--- src/rtl/sfifo_pkg.sv ---
package sfifo_pkg;

    // Full/empty pair carried between pointer logic and the output stage.
    typedef struct packed {
        logic full;
        logic empty;
    } sfifo_flags_t;

    // Smallest power of two that is at least n and at least 2.
    function automatic int unsigned pow2_ceil(input int unsigned n);
        int unsigned d;
        d = 2;
        while (d < n) d = d << 1;
        return d;
    endfunction

    // Output width of a level code: a disabled code still keeps one bit.
    function automatic int unsigned code_width(input int unsigned bits);
        return (bits == 0) ? 1 : bits;
    endfunction

endpackage

--- src/rtl/sfifo_store.sv ---
module sfifo_store #(
    parameter int DATA_W = 8,
    parameter int AW     = 3
) (
    input  logic              clk,
    input  logic              we,
    input  logic [AW-1:0]     wr_addr,
    input  logic [DATA_W-1:0] wr_data,
    input  logic [AW-1:0]     rd_addr,
    output logic [DATA_W-1:0] rd_data
);
    localparam int DEPTH = 1 << AW;

    logic [DATA_W-1:0] mem [DEPTH];

    always_ff @(posedge clk) begin
        if (we) mem[wr_addr] <= wr_data;
    end

    // Asynchronous read gives the fall-through head word.
    assign rd_data = mem[rd_addr];

endmodule

--- src/rtl/sfifo_ptrs.sv ---
module sfifo_ptrs
    import sfifo_pkg::*;
#(
    parameter int AW        = 3,
    parameter bit REG_FLAGS = 1'b0
) (
    input  logic         clk,
    input  logic         rst,
    input  logic         wr_req,
    input  logic         rd_req,
    output logic         wr_en,
    output logic         rd_en,
    output logic [AW-1:0] wr_addr,
    output logic [AW-1:0] rd_addr,
    output logic [AW:0]  occ,
    output sfifo_flags_t flags
);
    localparam int DEPTH = 1 << AW;
    localparam logic [AW:0] DEPTH_V = (AW+1)'(DEPTH);

    logic [AW:0] wp, rp;
    logic [AW:0] occ_next;

    assign occ     = wp - rp;
    assign wr_addr = wp[AW-1:0];
    assign rd_addr = rp[AW-1:0];

    // A read frees a slot in the same cycle, so a full FIFO still takes a write.
    always_comb begin
        rd_en = rd_req && !flags.empty;
        wr_en = wr_req && (!flags.full || rd_en);
    end

    assign occ_next = occ + (AW+1)'(wr_en) - (AW+1)'(rd_en);

    always_ff @(posedge clk) begin
        if (rst) begin
            wp <= '0;
            rp <= '0;
        end else begin
            if (wr_en) wp <= wp + 1'b1;
            if (rd_en) rp <= rp + 1'b1;
        end
    end

    generate
        if (REG_FLAGS) begin : g_flag_reg
            sfifo_flags_t flags_q;
            always_ff @(posedge clk) begin
                if (rst) begin
                    flags_q.full  <= 1'b0;
                    flags_q.empty <= 1'b1;
                end else begin
                    flags_q.full  <= (occ_next == DEPTH_V);
                    flags_q.empty <= (occ_next == '0);
                end
            end
            assign flags = flags_q;
        end else begin : g_flag_comb
            logic unused_next;
            assign unused_next = ^occ_next;
            assign flags.full  = (occ == DEPTH_V);
            assign flags.empty = (occ == '0);
        end
    endgenerate

endmodule

--- src/rtl/sfifo_level.sv ---
module sfifo_level
    import sfifo_pkg::*;
#(
    parameter int AW    = 3,
    parameter int BITS  = 2,
    parameter bit FREE  = 1'b0
) (
    input  logic [AW:0]                 occ,
    output logic [code_width(BITS)-1:0] code
);
    localparam int DEPTH = 1 << AW;

    generate
        if (BITS == 0) begin : g_off
            logic unused_occ;
            assign unused_occ = ^occ;
            assign code = '0;
        end else begin : g_on
            localparam int SH   = AW - BITS;
            localparam int MAXC = (1 << BITS) - 1;
            logic [AW:0] amount;
            logic [AW:0] scaled;

            // Free space or occupancy, scaled by 2^BITS/DEPTH, rounded down.
            assign amount = FREE ? ((AW+1)'(DEPTH) - occ) : occ;
            assign scaled = amount >> SH;
            assign code   = (scaled > (AW+1)'(MAXC)) ? BITS'(MAXC)
                                                     : scaled[BITS-1:0];
        end
    endgenerate

endmodule

--- src/rtl/sfifo_ostage.sv ---
module sfifo_ostage #(
    parameter int DATA_W  = 8,
    parameter bit REG_OUT = 1'b0
) (
    input  logic              clk,
    input  logic              rst,
    input  logic              got,
    input  logic              core_empty,
    input  logic              core_rd_en,
    input  logic [DATA_W-1:0] core_data,
    output logic              core_rd_req,
    output logic              valid,
    output logic [DATA_W-1:0] dout
);
    generate
        if (REG_OUT) begin : g_reg
            logic              ov;
            logic [DATA_W-1:0] od;
            logic              unused_empty;

            assign unused_empty = core_empty;
            // Refill whenever the holding register is free or being emptied.
            assign core_rd_req  = !ov || got;

            always_ff @(posedge clk) begin
                if (rst) begin
                    ov <= 1'b0;
                end else if (core_rd_en) begin
                    ov <= 1'b1;
                    od <= core_data;
                end else if (got) begin
                    ov <= 1'b0;
                end
            end

            assign valid = ov;
            assign dout  = od;
        end else begin : g_thru
            logic [2:0] unused_bits;
            assign unused_bits = {core_rd_en, clk, rst};
            assign core_rd_req = got;
            assign valid       = !core_empty;
            assign dout        = core_data;
        end
    endgenerate

endmodule

--- src/rtl/sfifo_lvl.sv ---
module sfifo_lvl
    import sfifo_pkg::*;
#(
    parameter int DATA_W    = 8,
    parameter int MIN_DEPTH = 16,
    parameter int FILL_BITS = 2,
    parameter int FREE_BITS = 2,
    parameter bit REG_FLAGS = 1'b0,
    parameter bit REG_OUT   = 1'b0
) (
    input  logic                              clk,
    input  logic                              rst,
    input  logic                              put,
    input  logic [DATA_W-1:0]                 din,
    output logic                              full,
    output logic [code_width(FREE_BITS)-1:0]  free_lvl,
    input  logic                              got,
    output logic [DATA_W-1:0]                 dout,
    output logic                              valid,
    output logic [code_width(FILL_BITS)-1:0]  fill_lvl
);
    localparam int DEPTH = pow2_ceil(MIN_DEPTH);
    localparam int AW    = $clog2(DEPTH);

    logic              wr_en, rd_en, core_rd_req;
    logic [AW-1:0]     wr_addr, rd_addr;
    logic [AW:0]       occ;
    logic [DATA_W-1:0] head;
    sfifo_flags_t      flags;

    sfifo_ptrs #(.AW(AW), .REG_FLAGS(REG_FLAGS)) u_ptrs (
        .clk     (clk),
        .rst     (rst),
        .wr_req  (put),
        .rd_req  (core_rd_req),
        .wr_en   (wr_en),
        .rd_en   (rd_en),
        .wr_addr (wr_addr),
        .rd_addr (rd_addr),
        .occ     (occ),
        .flags   (flags)
    );

    sfifo_store #(.DATA_W(DATA_W), .AW(AW)) u_store (
        .clk     (clk),
        .we      (wr_en),
        .wr_addr (wr_addr),
        .wr_data (din),
        .rd_addr (rd_addr),
        .rd_data (head)
    );

    sfifo_ostage #(.DATA_W(DATA_W), .REG_OUT(REG_OUT)) u_ostage (
        .clk         (clk),
        .rst         (rst),
        .got         (got),
        .core_empty  (flags.empty),
        .core_rd_en  (rd_en),
        .core_data   (head),
        .core_rd_req (core_rd_req),
        .valid       (valid),
        .dout        (dout)
    );

    sfifo_level #(.AW(AW), .BITS(FILL_BITS), .FREE(1'b0)) u_fill (
        .occ  (occ),
        .code (fill_lvl)
    );

    sfifo_level #(.AW(AW), .BITS(FREE_BITS), .FREE(1'b1)) u_free (
        .occ  (occ),
        .code (free_lvl)
    );

    assign full = flags.full;

endmodule

--- config.mk ---
export PLATFORM = sky130hd
export DESIGN_NAME = sfifo_lvl
export DESIGN_NICKNAME = d
export VERILOG_FILES = /design/src/rtl/sfifo_pkg.sv /design/src/rtl/sfifo_store.sv /design/src/rtl/sfifo_ptrs.sv /design/src/rtl/sfifo_level.sv /design/src/rtl/sfifo_ostage.sv /design/src/rtl/sfifo_lvl.sv
export SDC_FILE = /design/constraint.sdc
export NUM_CORES = 1
export LEC_CHECK = 0
export ABC_AREA = 1
export ABC_CLOCK_PERIOD_IN_PS = 3740
export BUFFER_PORTS_ARGS = -buffer_cell sky130_fd_sc_hd__clkbuf_2
export CAP_MARGIN = 20
export CORE_AREA = 2 2 118 120
export DETAILED_ROUTE_END_ITERATION = 10
export DIE_AREA = 0 0 120 122
export PLACE_DENSITY = 0.66
export SETUP_SLACK_MARGIN = 0.15
export SLEW_MARGIN = 20
export SYNTH_ARGS = -nofsm -noshare
export SYNTH_HDL_FRONTEND = slang
export SYNTH_HIERARCHICAL = 1
export SYNTH_SLANG_ARGS = --single-unit
--- constraint.sdc ---
create_clock -name clk -period 3.74 [get_ports clk]
set_input_delay 0.748 -clock clk [delete_from_list [all_inputs] [get_ports clk]]
set_output_delay 0.748 -clock clk [all_outputs]
set_load 0.03 [all_outputs]
### Yosys cells after proc, flatten, opt, wreduce, memory -nomap -nowiden

Memory sizes are Yosys's and may differ from the RTL's. A register that Yosys moved wholly into a read port is not among the register bits.
Cells that the tools add are included.

| word-level totals | value |
|---|---|
| flip-flop bits (word level) | 10 |
| bits in latches | 0 |
| bits in writable memories | 128 |
| ROM bits | 0 |
| bits of input ports | 12 |
| output and inout port bits | 14 |
| logic and storage cells | 22 |
| memories | 1 |

Memories:

| name | words | bits a word | rd ports | clocked after memory_dff | write ports | line | text |
|---|---|---|---|---|---|---|---|
| u_store.mem | 16 | 8 | 1 | 1 | 1 | sfifo_store.sv:14 | `logic [DATA_W-1:0] mem [DEPTH];` |

| operators by class | value |
|---|---|
| $add $sub $neg | 4 |
| multipliers | 0 |
| divide/modulo/power cells | 0 |
| $lt $le $gt $ge | 2 |
| equality and inequality tests | 1 |
| shifts and indexed selects | 0 |
| muxes and demuxes | 6 |
| bitwise gates (word level) | 0 |
| reduce and logical (&&, ||, !) cells | 6 |

Operator list:

| kind | number |
|---|---|
| adder 5 x 1 -> 5 bit, second input constant | 2 |
| two-way mux 4 bit | 2 |
| greater-than comparator 3 x 2 -> 1 bit, second input constant | 2 |
| == test 5 bit, second input constant | 1 |
| zero test 5 bit | 1 |
| subtractor 5 bit | 1 |
| subtractor 5 bit, first input constant | 1 |
| two-way mux 2 bit | 2 |
| logical AND 1 bit | 2 |
| zero test 1 bit | 2 |
| two-way mux 1 bit | 2 |
| logical OR 1 bit | 1 |

### Logic depth before layout (Yosys ltp)

Gate-level depths: netlist of run 1.

| logic depth | value |
|---|---|
| depth after elaboration | 8 |
| gate-level depth with buffers | 14 |

### Cells and area by module

The synthesis of run 1 kept the hierarchy.

By module, submodules not included:

| module | times used | cells each | area each (um^2) |
|---|---|---|---|
| sfifo_store | 1 | 543 | 5,606.6 |
| sfifo_ptrs | 1 | 118 | 813.3 |
| sfifo_ostage | 1 | 10 | 71.3 |
| sfifo_level (u_free) | 1 | 14 | 62.6 |
| sfifo_level (u_fill) | 1 | 5 | 18.8 |

### Worst setup path after synthesis of run 1

OpenSTA, ideal clock, no wires.

| timing | value |
|---|---|
| kind | flip-flop to output port |
| start | register u_ptrs.wp[0] |
| end | output full |
| data arrival time | 2.407 ns |
| slack | 0.585 ns |
| stages on the path, launching flop included | 7 |
| buffers on the path | 0 |
| path through | dfxtp_1 inv_1 ha_1 inv_1 fa_1 or2_0 nor4_1 |

| on the way | value |
|---|---|
| longest elaborated chain between the ends | 2 |

Ends and longest elaborated chain:

| item | line | text |
|---|---|---|
| from (decl) | sfifo_ptrs.sv:21 | `logic [AW:0] wp, rp;` |
| from (signal assigned) | sfifo_ptrs.sv:41 | `if (wr_en) wp <= wp + 1'b1;` |
| subtractor 5 bit | sfifo_ptrs.sv:24 | `assign occ = wp - rp;` |
| net occ[1] | sfifo_lvl.sv:27 | `logic [AW:0] occ;` |
| == test 5 bit | sfifo_ptrs.sv:62 | `assign flags.full = (occ == DEPTH_V);` |
| to (decl) | sfifo_lvl.sv:15 | `output logic full,` |

The timed path passes the listed nets, and every way through them passes these cells.

==> results.tsv, run 1 <==
stage	metric	value	unit
synth	most common flop cell mapped by yosys	edfxtp_1	
routing	DR vias/cell	5.112	
critical_path	CP Launch Type	flop	
finish	share of layout cells above drive strength 1	9.577	%
floorplanning	I/O pin count	26	
synth	post-synth top area share	58.48	%
floorplanning	die footprint	14640	um2
finish	P&R area growth vs syn	9.861	%
sta	fmax	303.0	MHz
sta	Worst-Margin Slew	0.7223	ns
placement	Cells after DPL	858	
critical_path	CP startpoint	u_ptrs/wp[0]$_SDFFE_PP0P_	
placement	port bufs	25	
routing	# DRC	0	
synth	syn avg cell area	9.525	um2
synth	Synth async-reset ratio	0	%
job	max_cap viols	0	
floorplanning	Die Y	122	um
synth	ranking of synthesized cells by area	edfxtp_1, nand2_1, nand3_1, inv_1, dfxtp_1	
synth	top-count cell post-synth	nand2_1	
global_routing	largest net degree at the start of global routing	69	
placement	detailed placement HPWL	9.056	mm
pwr	Comb power frac	19.2	%
sta	Slew Viols, Final	0	
global_routing	met1 Track Usage GR	25.44	%
sta	worst hold slack	0.4945	ns
pwr	Sw Pwr	1147	uW
finish	fin cells	890	
critical_path	CP Capture Type	output port	
sta	Clock Skews	0.007572	ns
clock_tree	clock latency at the later pin of the worst-skew pair	0.42	ns
floorplanning	die width	120	um
global_routing	Most Used Layer, Global Route	met2	
floorplanning	Initial Util	48.67	%
clock_tree	Max clock buf depth	2	
synth	Post-synth top cells	nand2_1, edfxtp_1, inv_1, nand3_1, nor2_1	
pwr	Power Internal	2935	uW
pwr	LEAKAGE	0.003153	uW
critical_path	CP max FO	6	
clock_tree	Post-CTS Setup Bufs	0	
floorplanning	Rows	43	
global_routing	number of global-route vias before repair	4353	
routing	DR WL/cell	15.92	um
run_status	outcome	finished clean	
global_routing	initial antenna violation count	0	
pwr	Clk pwr share	38.3	%
global_routing	grt met3 use	6.133	%
finish	antenna cells	0	
critical_path	Slowest cell on crit path	fa_1	
clock_tree	H-tree depth	4	
critical_path	crit-path cells	inv_1 -> ha_1 -> inv_1 -> fa_1 -> or2_0 -> nor2_2 -> nand3_2 -> inv_1 -> inv_1 -> clkbuf_2	
critical_path	most frequent CP cell	inv_1	
synth	Yosys reg bits	138	
routing	Pre-antenna DRT Iters	5	
critical_path	R2R setup slack	0.67	ns
sta	Final Setup Violations	0	
floorplanning	core area	13500	um2
sta	unrepaired setup endpoints after global routing	false	
critical_path	crit path capture	valid	
worst_hold_path	hold path depth	2	
pwr	Sequential Power Share	42.5	%
routing	1st-iter DRT viols	334	
critical_path	Critical Path AT	2.55	ns
routing	remaining antenna violation count after routing	0	
clock_tree	Reg clk slew, reported paths	0.05	ns
clock_tree	post_cts resized	0	
sta	Hold Fails Final Rpt	0	
critical_path	Worst R2R Start	u_ptrs/rp[3]$_SDFFE_PP0P_	
synth	syn_nets	709	
global_routing	grt total ovfl	0	
synth	Mapped Cells	690	
sta	Max-slew headroom	51.84	%
routing	via count	4550	
worst_hold_path	Hold Crit Class	reg -> reg	
critical_path	CP max stage delay	0.47	ns
synth	Distinct cells, synth	27	
synth	Post-Syn Area	6573	um2
clock_tree	# hold bufs at CTS	0	
global_routing	met2 global-route usage	33.95	%
sta	fin crit share	88.25	%
critical_path	Setup CP Type	reg -> out	
synth	area leader, netlist	edfxtp_1	
finish	fin nets	716	
synth	synth warn	6	
critical_path	WP data required	2.99	ns
critical_path	FF-to-FF End	u_store/mem[10][7]$_DFFE_PP_	
synth	Post-synth EDFFs	128	
clock_tree	CTS sink cnt	138	
pwr	Max VDD drop	413.1	uV
pwr	switching share of power	28.09	%
global_routing	first-pass GRT wire length	22.16	mm
pwr	P per Cell Area	565.4	nW/um2
placement	routability cong.	0.9122	
critical_path	Worst R2R Path Depth	11	
clock_tree	root buf cell	clkbuf_16	
clock_tree	CTS tree	done	
sta	setup TNS	0	ns
clock_tree	CTS buffer count	17	
routing	final wirelength	14.17	mm
sta	min Tclk post-route	3.300	ns
synth	sequential area share after synthesis	61.53	%
global_routing	GR Util All Layers	20.68	%
## layer usage
metal,routed length (um),up-vias
met1,5903,2142
met5,0,-
met4,422,0
met3,1048,37
met2,6798,171
li1,-,2200
## worst max-delay path: cells and delay by family, from the launching register on
kind	cells	cell delay, ns
adder cells (fa/ha/maj)	2	0.67
buffers and inverters	5	0.46
flip-flops	1	0.37
AND/OR/NAND/NOR	3	0.63
## cell families after synthesis
kind of cell | synth area share, %
AOI/OAI and AO/OA | 0.7613
and+or+nand+nor | 23.34
xor gates and xnor gates | 0.9138
DFF | 61.53
buffers and inverters | 12.01
adders and majority gates | 1.447
## layout by cell type, fill, tap and decap left out, types with 2 or more instances in the layout
cell / instances
xor2_1: 4
dfxtp_1: 8
clkbuf_2: 25
nand3b_1: 2
clkbuf_16: 17
a21oi_1: 7
clkbuf_1: 8
clkbuf_8: 5
nand2_2: 2
nor2_1: 28
buf_4: 4
nand3_1: 114
nor2_2: 2
o21ai_0: 3
inv_2: 4
ha_1: 6
nand2_1: 201
nand2_4: 2
inv_1: 128
dfxtp_2: 2
edfxtp_1: 128
## registers in the layout, indices dropped and copies added, names as in the netlist
name,flops
u_store/mem,128
u_ptrs/rp,5
u_ptrs/wp,5
## final cells by class
cell class                      instances  area (um2)
Fill cell                            1182        6284
Sequential cell                       138        4046
Multi-Input combinational cell        379        1739
Clock buffer                           30       524.3
Inverter                              132       495.5
Tap cell                              180       225.2
Timing Repair Buffer                   29       155.1
Clock inverter                          2       35.03
## power groups by stage
stage | Clock (uW) | Sequential, uW | Combinational [uW]
final | 1570 | 1730 | 784
after global routing | 1650 | 1730 | 863
after CTS | 1580 | 1730 | 783
after detailed placement | 0 | 1760 | 780
after global placement | 0 | 1760 | 768
after floorplan | 0 | 1760 | 647
## worst min-delay path by stage
stage | startpoint | slack [ns] | endpoint
after floorplan | u_ptrs/wp[4]$_SDFFE_PP0P_ | 0.45 | u_ptrs/wp[4]$_SDFFE_PP0P_
after global placement | u_ptrs/rp[4]$_SDFFE_PP0P_ | 0.47 | u_ptrs/rp[4]$_SDFFE_PP0P_
after detailed placement | u_ptrs/rp[4]$_SDFFE_PP0P_ | 0.49 | u_ptrs/rp[4]$_SDFFE_PP0P_
after CTS | u_ptrs/rp[4]$_SDFFE_PP0P_ | 0.50 | u_ptrs/rp[4]$_SDFFE_PP0P_
after global routing | u_ptrs/wp[4]$_SDFFE_PP0P_ | 0.52 | u_ptrs/wp[4]$_SDFFE_PP0P_
final | u_ptrs/rp[4]$_SDFFE_PP0P_ | 0.49 | u_ptrs/rp[4]$_SDFFE_PP0P_
## metrics by stage
stage          instance area (um2)  total power, uW  util (%)  worst slack [ns]
2_1_floorplan                 6573             2408         -            0.5850
3_3_place_gp                  6660             2530     49.32            0.7950
3_5_place_dp                  6660             2543     49.32            0.7161
4_1_cts                       7219             4097     53.46            0.3412
5_1_grt                       7221             4251     53.47            0.2308
6_report                      7221             4082     53.47            0.4396
Power figures use the tool's default switching activity.
==> run 2: changes to the inputs <==
Settings changed: PLACE_DENSITY 0.66 to 0.65.
==> results.tsv, run 2 (same netlist as run 1, synthesis figures left out) <==
stage	metric	value	unit
sta	min Tclk post-route	3.356	ns
clock_tree	CTS tree	done	
floorplanning	die width	120	um
critical_path	WP data required	2.99	ns
job	max_cap viols	0	
worst_hold_path	HP Start	u_ptrs/rp[4]$_SDFFE_PP0P_	
pwr	LEAKAGE	0.003179	uW
routing	via count	4469	
sta	fin crit share	89.73	%
finish	antenna cells	0	
floorplanning	Rows	43	
clock_tree	CTS buffer count	17	
sta	Clock Skews	0.006053	ns
finish	max FFs per register	128	
routing	final wirelength	13.74	mm
finish	area of the multi-input gates	1739	um2
critical_path	R2R setup slack	0.67	ns
global_routing	first-pass GRT wire length	21.86	mm
sta	Hold Fails Final Rpt	0	
pwr	Max VDD drop	374.3	uV
global_routing	GR Util All Layers	20.19	%
clock_tree	Max clock buf depth	2	
sta	setup TNS	0	ns
clock_tree	Reg clk slew, reported paths	0.05	ns
run_status	outcome	finished clean	
clock_tree	post_cts resized	0	
finish	fin nets	718	
clock_tree	# hold bufs at CTS	0	
critical_path	CP max stage delay	0.47	ns
clock_tree	root buf cell	clkbuf_16	
critical_path	Worst R2R Path Depth	11	
sta	unrepaired setup endpoints after global routing	false	
sta	Max-slew headroom	53.04	%
finish	P&R area growth vs syn	10.55	%
global_routing	largest net degree at the start of global routing	65	
clock_tree	CTS sink cnt	138	
finish	# fillers	1171	
critical_path	Slowest cell on crit path	fa_1	
finish	register area	4045	um2
critical_path	Critical Path AT	2.61	ns
routing	# DRC	0	
finish	most frequent cells in the layout	nand2_1, inv_1, edfxtp_1, nand3_1, nor2_1	
routing	remaining antenna violation count after routing	0	
critical_path	CP Launch Type	flop	
floorplanning	core area	13500	um2
critical_path	crit-path cells	inv_1 -> ha_1 -> inv_1 -> fa_1 -> or2_0 -> nor2_2 -> nand3_2 -> inv_1 -> inv_1 -> clkbuf_2	
placement	port bufs	25	
floorplanning	die footprint	14640	um2
clock_tree	H-tree depth	4	
finish	share of layout cells above drive strength 1	9.691	%
critical_path	FF-to-FF End	u_store/mem[8][1]$_DFFE_PP_	
sta	Slew Viols, Final	0	
pwr	P per Cell Area	575.0	nW/um2
routing	DR WL/cell	15.40	um
global_routing	grt total ovfl	0	
sta	fmax	298.0	MHz
clock_tree	clock latency at the later pin of the worst-skew pair	0.42	ns
routing	Pre-antenna DRT Iters	5	
critical_path	Setup CP Type	reg -> out	
placement	detailed placement HPWL	8.832	mm
worst_hold_path	Worst Hold Endpoint	u_ptrs/rp[4]$_SDFFE_PP0P_	
routing	DR vias/cell	5.010	
finish	Largest regs	u_store/mem x128, u_ptrs/rp x5, u_ptrs/wp x5	
critical_path	most frequent CP cell	inv_1	
floorplanning	Initial Util	48.67	%
finish	largest register by flop count	u_store/mem	
finish	most common cell after layout, fill and taps aside	nand2_1	
clock_tree	Post-CTS Setup Bufs	0	
critical_path	Worst R2R Start	u_ptrs/wp[0]$_SDFFE_PP0P_	
critical_path	CP max FO	6	
sta	worst hold slack	0.4838	ns
sta	Final Setup Violations	0	
global_routing	initial antenna violation count	0	
routing	1st-iter DRT viols	451	
placement	routability cong.	0.8459	
worst_hold_path	hold path depth	2	
floorplanning	I/O pin count	26	
critical_path	CP Capture Type	output port	
worst_hold_path	Hold Crit Class	reg -> reg	
sta	Worst-Margin Slew	0.7018	ns
floorplanning	Die Y	122	um
global_routing	number of global-route vias before repair	4299	
==> run 2: through the flow <==
| step | std cells | power [uW] | instance area [um2] | setup WS (ns) | utilization (%) |
|---|---|---|---|---|---|
| 2_1_floorplan | 690 | 2408 | 6573 | 0.5850 | - |
| 3_3_place_gp | 860 | 2521 | 6675 | 0.8247 | 49.43 |
| 3_5_place_dp | 860 | 2544 | 6675 | 0.6891 | 49.43 |
| 4_1_cts | 892 | 4207 | 7266 | 0.3622 | 53.80 |
| 5_1_grt | 892 | 4353 | 7266 | 0.2358 | 53.80 |
| 6_report | 892 | 4178 | 7266 | 0.3841 | 53.80 |
==> run 2: per-layer routing <==
metal | part of all wire (%) | wire length [um] | global-route usage [%] | vias to the layer above
met5 | 0 | 0 | 0 | -
met4 | 2.8 | 382 | 9.706 | 0
met3 | 6.4 | 884 | 4.073 | 27
met2 | 48 | 6643 | 33.59 | 156
met1 | 42 | 5827 | 25.36 | 2081
li1 | - | - | - | 2205
==> run 2: area by class of cell <==
class,count,share of cell area (%)
Clock inverter,12,2.118
Clock buffer,20,6.010
Timing Repair Buffer,31,2.342
Inverter,132,6.819
Tap cell,180,3.100
Multi-Input combinational cell,379,23.94
Sequential cell,138,55.67
==> run 2: worst max-delay path by stage <==
stage / start / to / slack [ns] / depth (start not counted)
finish: u_ptrs/wp[0]$_SDFFE_PP0P_ / valid / 0.38 / 10
floorplan: u_ptrs/wp[0]$_SDFFE_PP0P_ / full / 0.58 / 6
global placement: u_ptrs/wp[0]$_SDFFE_PP0P_ / u_store/mem[8][3]$_DFFE_PP_ / 0.82 / 11
CTS: u_ptrs/wp[0]$_SDFFE_PP0P_ / valid / 0.36 / 10
detailed placement: u_ptrs/wp[0]$_SDFFE_PP0P_ / u_store/mem[8][5]$_DFFE_PP_ / 0.69 / 11
global route: u_ptrs/wp[0]$_SDFFE_PP0P_ / valid / 0.24 / 10
==> run 2: worst max-delay path: cells and delay by family (launching register included) <==
kind | cells | cell delay [ns]
flops | 1 | 0.41
buf+inv | 5 | 0.49
fa+ha+maj | 2 | 0.68
simple gates | 3 | 0.60
==> run 2: report_power, final <==
| group | total, uW | internal (uW) | leakage (uW) | switching [uW] |
|---|---|---|---|---|
| clock | 1660 | 1100 | 0.000289 | 561 |
| sequential | 1730 | 1720 | 0.00124 | 15.5 |
| combinational | 785 | 217 | 0.00165 | 567 |
| total | 4180 | 3030 | 0.00318 | 1140 |
==> run 3: changes to the inputs <==
Settings changed: MAX_ROUTING_LAYER set to met4.
==> results.tsv, run 3 (same netlist as run 1, synthesis figures left out) <==
stage	metric	value	unit
clock_tree	Post-CTS Setup Bufs	0	
global_routing	GR Util All Layers	20.77	%
floorplanning	core area	13500	um2
finish	share of layout cells above drive strength 1	9.691	%
critical_path	CP max FO	6	
sta	setup TNS	0	ns
sta	Worst-Margin Slew	0.6948	ns
pwr	LEAKAGE	0.003179	uW
clock_tree	CTS buffer count	17	
placement	detailed placement HPWL	8.832	mm
critical_path	CP max stage delay	0.48	ns
routing	# DRC	0	
clock_tree	Reg clk slew, reported paths	0.05	ns
finish	final core utilization	53.80	%
finish	largest register by flop count	u_store/mem	
critical_path	CP startpoint	u_ptrs/wp[0]$_SDFFE_PP0P_	
run_status	outcome	finished clean	
critical_path	CP Capture Type	output port	
clock_tree	clock latency at the later pin of the worst-skew pair	0.42	ns
clock_tree	CTS sink cnt	138	
clock_tree	# hold bufs at CTS	0	
placement	port bufs	25	
clock_tree	Max clock buf depth	2	
routing	Pre-antenna DRT Iters	5	
sta	Hold Fails Final Rpt	0	
routing	DR WL/cell	15.34	um
floorplanning	Rows	43	
floorplanning	I/O pin count	26	
job	max_cap viols	0	
global_routing	grt met3 use	4.073	%
routing	DR vias/cell	4.966	
global_routing	number of global-route vias before repair	4302	
sta	fin crit share	89.76	%
floorplanning	Die Y	122	um
critical_path	Slowest cell on crit path	fa_1	
global_routing	first-pass GRT wire length	21.86	mm
global_routing	initial antenna violation count	0	
finish	fin nets	718	
clock_tree	root buf cell	clkbuf_16	
finish	most common cell after layout, fill and taps aside	nand2_1	
sta	Slew Viols, Final	0	
global_routing	grt total ovfl	0	
routing	final wirelength	13.69	mm
clock_tree	H-tree depth	4	
global_routing	met2 global-route usage	33.70	%
global_routing	largest net degree at the start of global routing	65	
finish	antenna cells	0	
critical_path	most frequent CP cell	inv_1	
sta	min Tclk post-route	3.357	ns
routing	1st-iter DRT viols	476	
sta	fmax	297.9	MHz
pwr	P per Cell Area	575.2	nW/um2
sta	Max-slew headroom	53.51	%
routing	remaining antenna violation count after routing	0	
floorplanning	die width	120	um
worst_hold_path	Hold Crit Class	reg -> reg	
critical_path	WP data required	2.99	ns
pwr	Max VDD drop	374.9	uV
critical_path	Setup CP Type	reg -> out	
finish	Largest regs	u_store/mem x128, u_ptrs/rp x5, u_ptrs/wp x5	
floorplanning	Initial Util	48.67	%
placement	routability cong.	0.8592	
finish	most frequent cells in the layout	nand2_1, inv_1, edfxtp_1, nand3_1, nor2_1	
worst_hold_path	HP Start	u_ptrs/rp[4]$_SDFFE_PP0P_	
sta	Clock Skews	0.007152	ns
pwr	post-route total power	4179	uW
floorplanning	die footprint	14640	um2
global_routing	met1 Track Usage GR	25.21	%
critical_path	Critical Path AT	2.61	ns
critical_path	CP Launch Type	flop	
routing	via count	4430	
sta	Final Setup Violations	0	
critical_path	crit-path cells	inv_1 -> ha_1 -> inv_1 -> fa_1 -> or2_0 -> nor2_2 -> nand3_2 -> inv_1 -> inv_1 -> clkbuf_2	
critical_path	Worst R2R Start	u_ptrs/wp[0]$_SDFFE_PP0P_	
clock_tree	CTS tree	done	
finish	P&R area growth vs syn	10.55	%
clock_tree	post_cts resized	0	
sta	unrepaired setup endpoints after global routing	false	
finish	max FFs per register	128	
global_routing	Most Used Layer, Global Route	met2	
[run 3: final cells by class]
cell class	count	area, um2
well taps	180	225.2
multi-input cells	379	1739
clock buffers	20	436.7
flip-flops and latches	138	4045
inverters	132	495.5
clock inverters	12	153.9
repair buffers	31	170.2
fillers	1171	6238
[run 3: routing by layer]
metal	up-vias	routed length, um
li1	2204	-
met1	2055	5834
met2	145	6569
met3	26	905
met4	0	376
met5	-	0
[run 3: worst paths after layout]
kind | end | slack [ns] | cells past startpoint
setup / recovery | valid | 0.38 | 10
hold / removal | u_ptrs/rp[4]$_SDFFE_PP0P_ | 0.48 | 2
setup reg to reg | u_store/mem[8][1]$_DFFE_PP_ | 0.67 | 11
hold reg to reg | u_ptrs/rp[4]$_SDFFE_PP0P_ | 0.48 | 2
[run 3: where the power goes]
part	total, uW	switching, uW	internal, uW
Sequential	1730	15.7	1720
Combinational	783	566	217
Clock	1660	564	1100
[run 3: worst max-delay path: cells and delay by family (launching register included)]
family / cells / cell delay, ns
buffers and inverters: 5 / 0.49
flip-flops: 1 / 0.41
AND/OR/NAND/NOR: 3 / 0.60
adder cells (fa/ha/maj): 2 / 0.69
[run 3: metrics by stage]
stage                     hold slack, ns  std cells  area (um2)  setup slack [ns]
after floorplan                   0.4461        690        6573            0.5850
after global placement            0.4698        860        6675            0.8247
after detailed placement          0.4792        860        6675            0.6891
after CTS                         0.4880        892        7266            0.3622
after global routing              0.5191        892        7266            0.2358
final                             0.4838        892        7266            0.3832
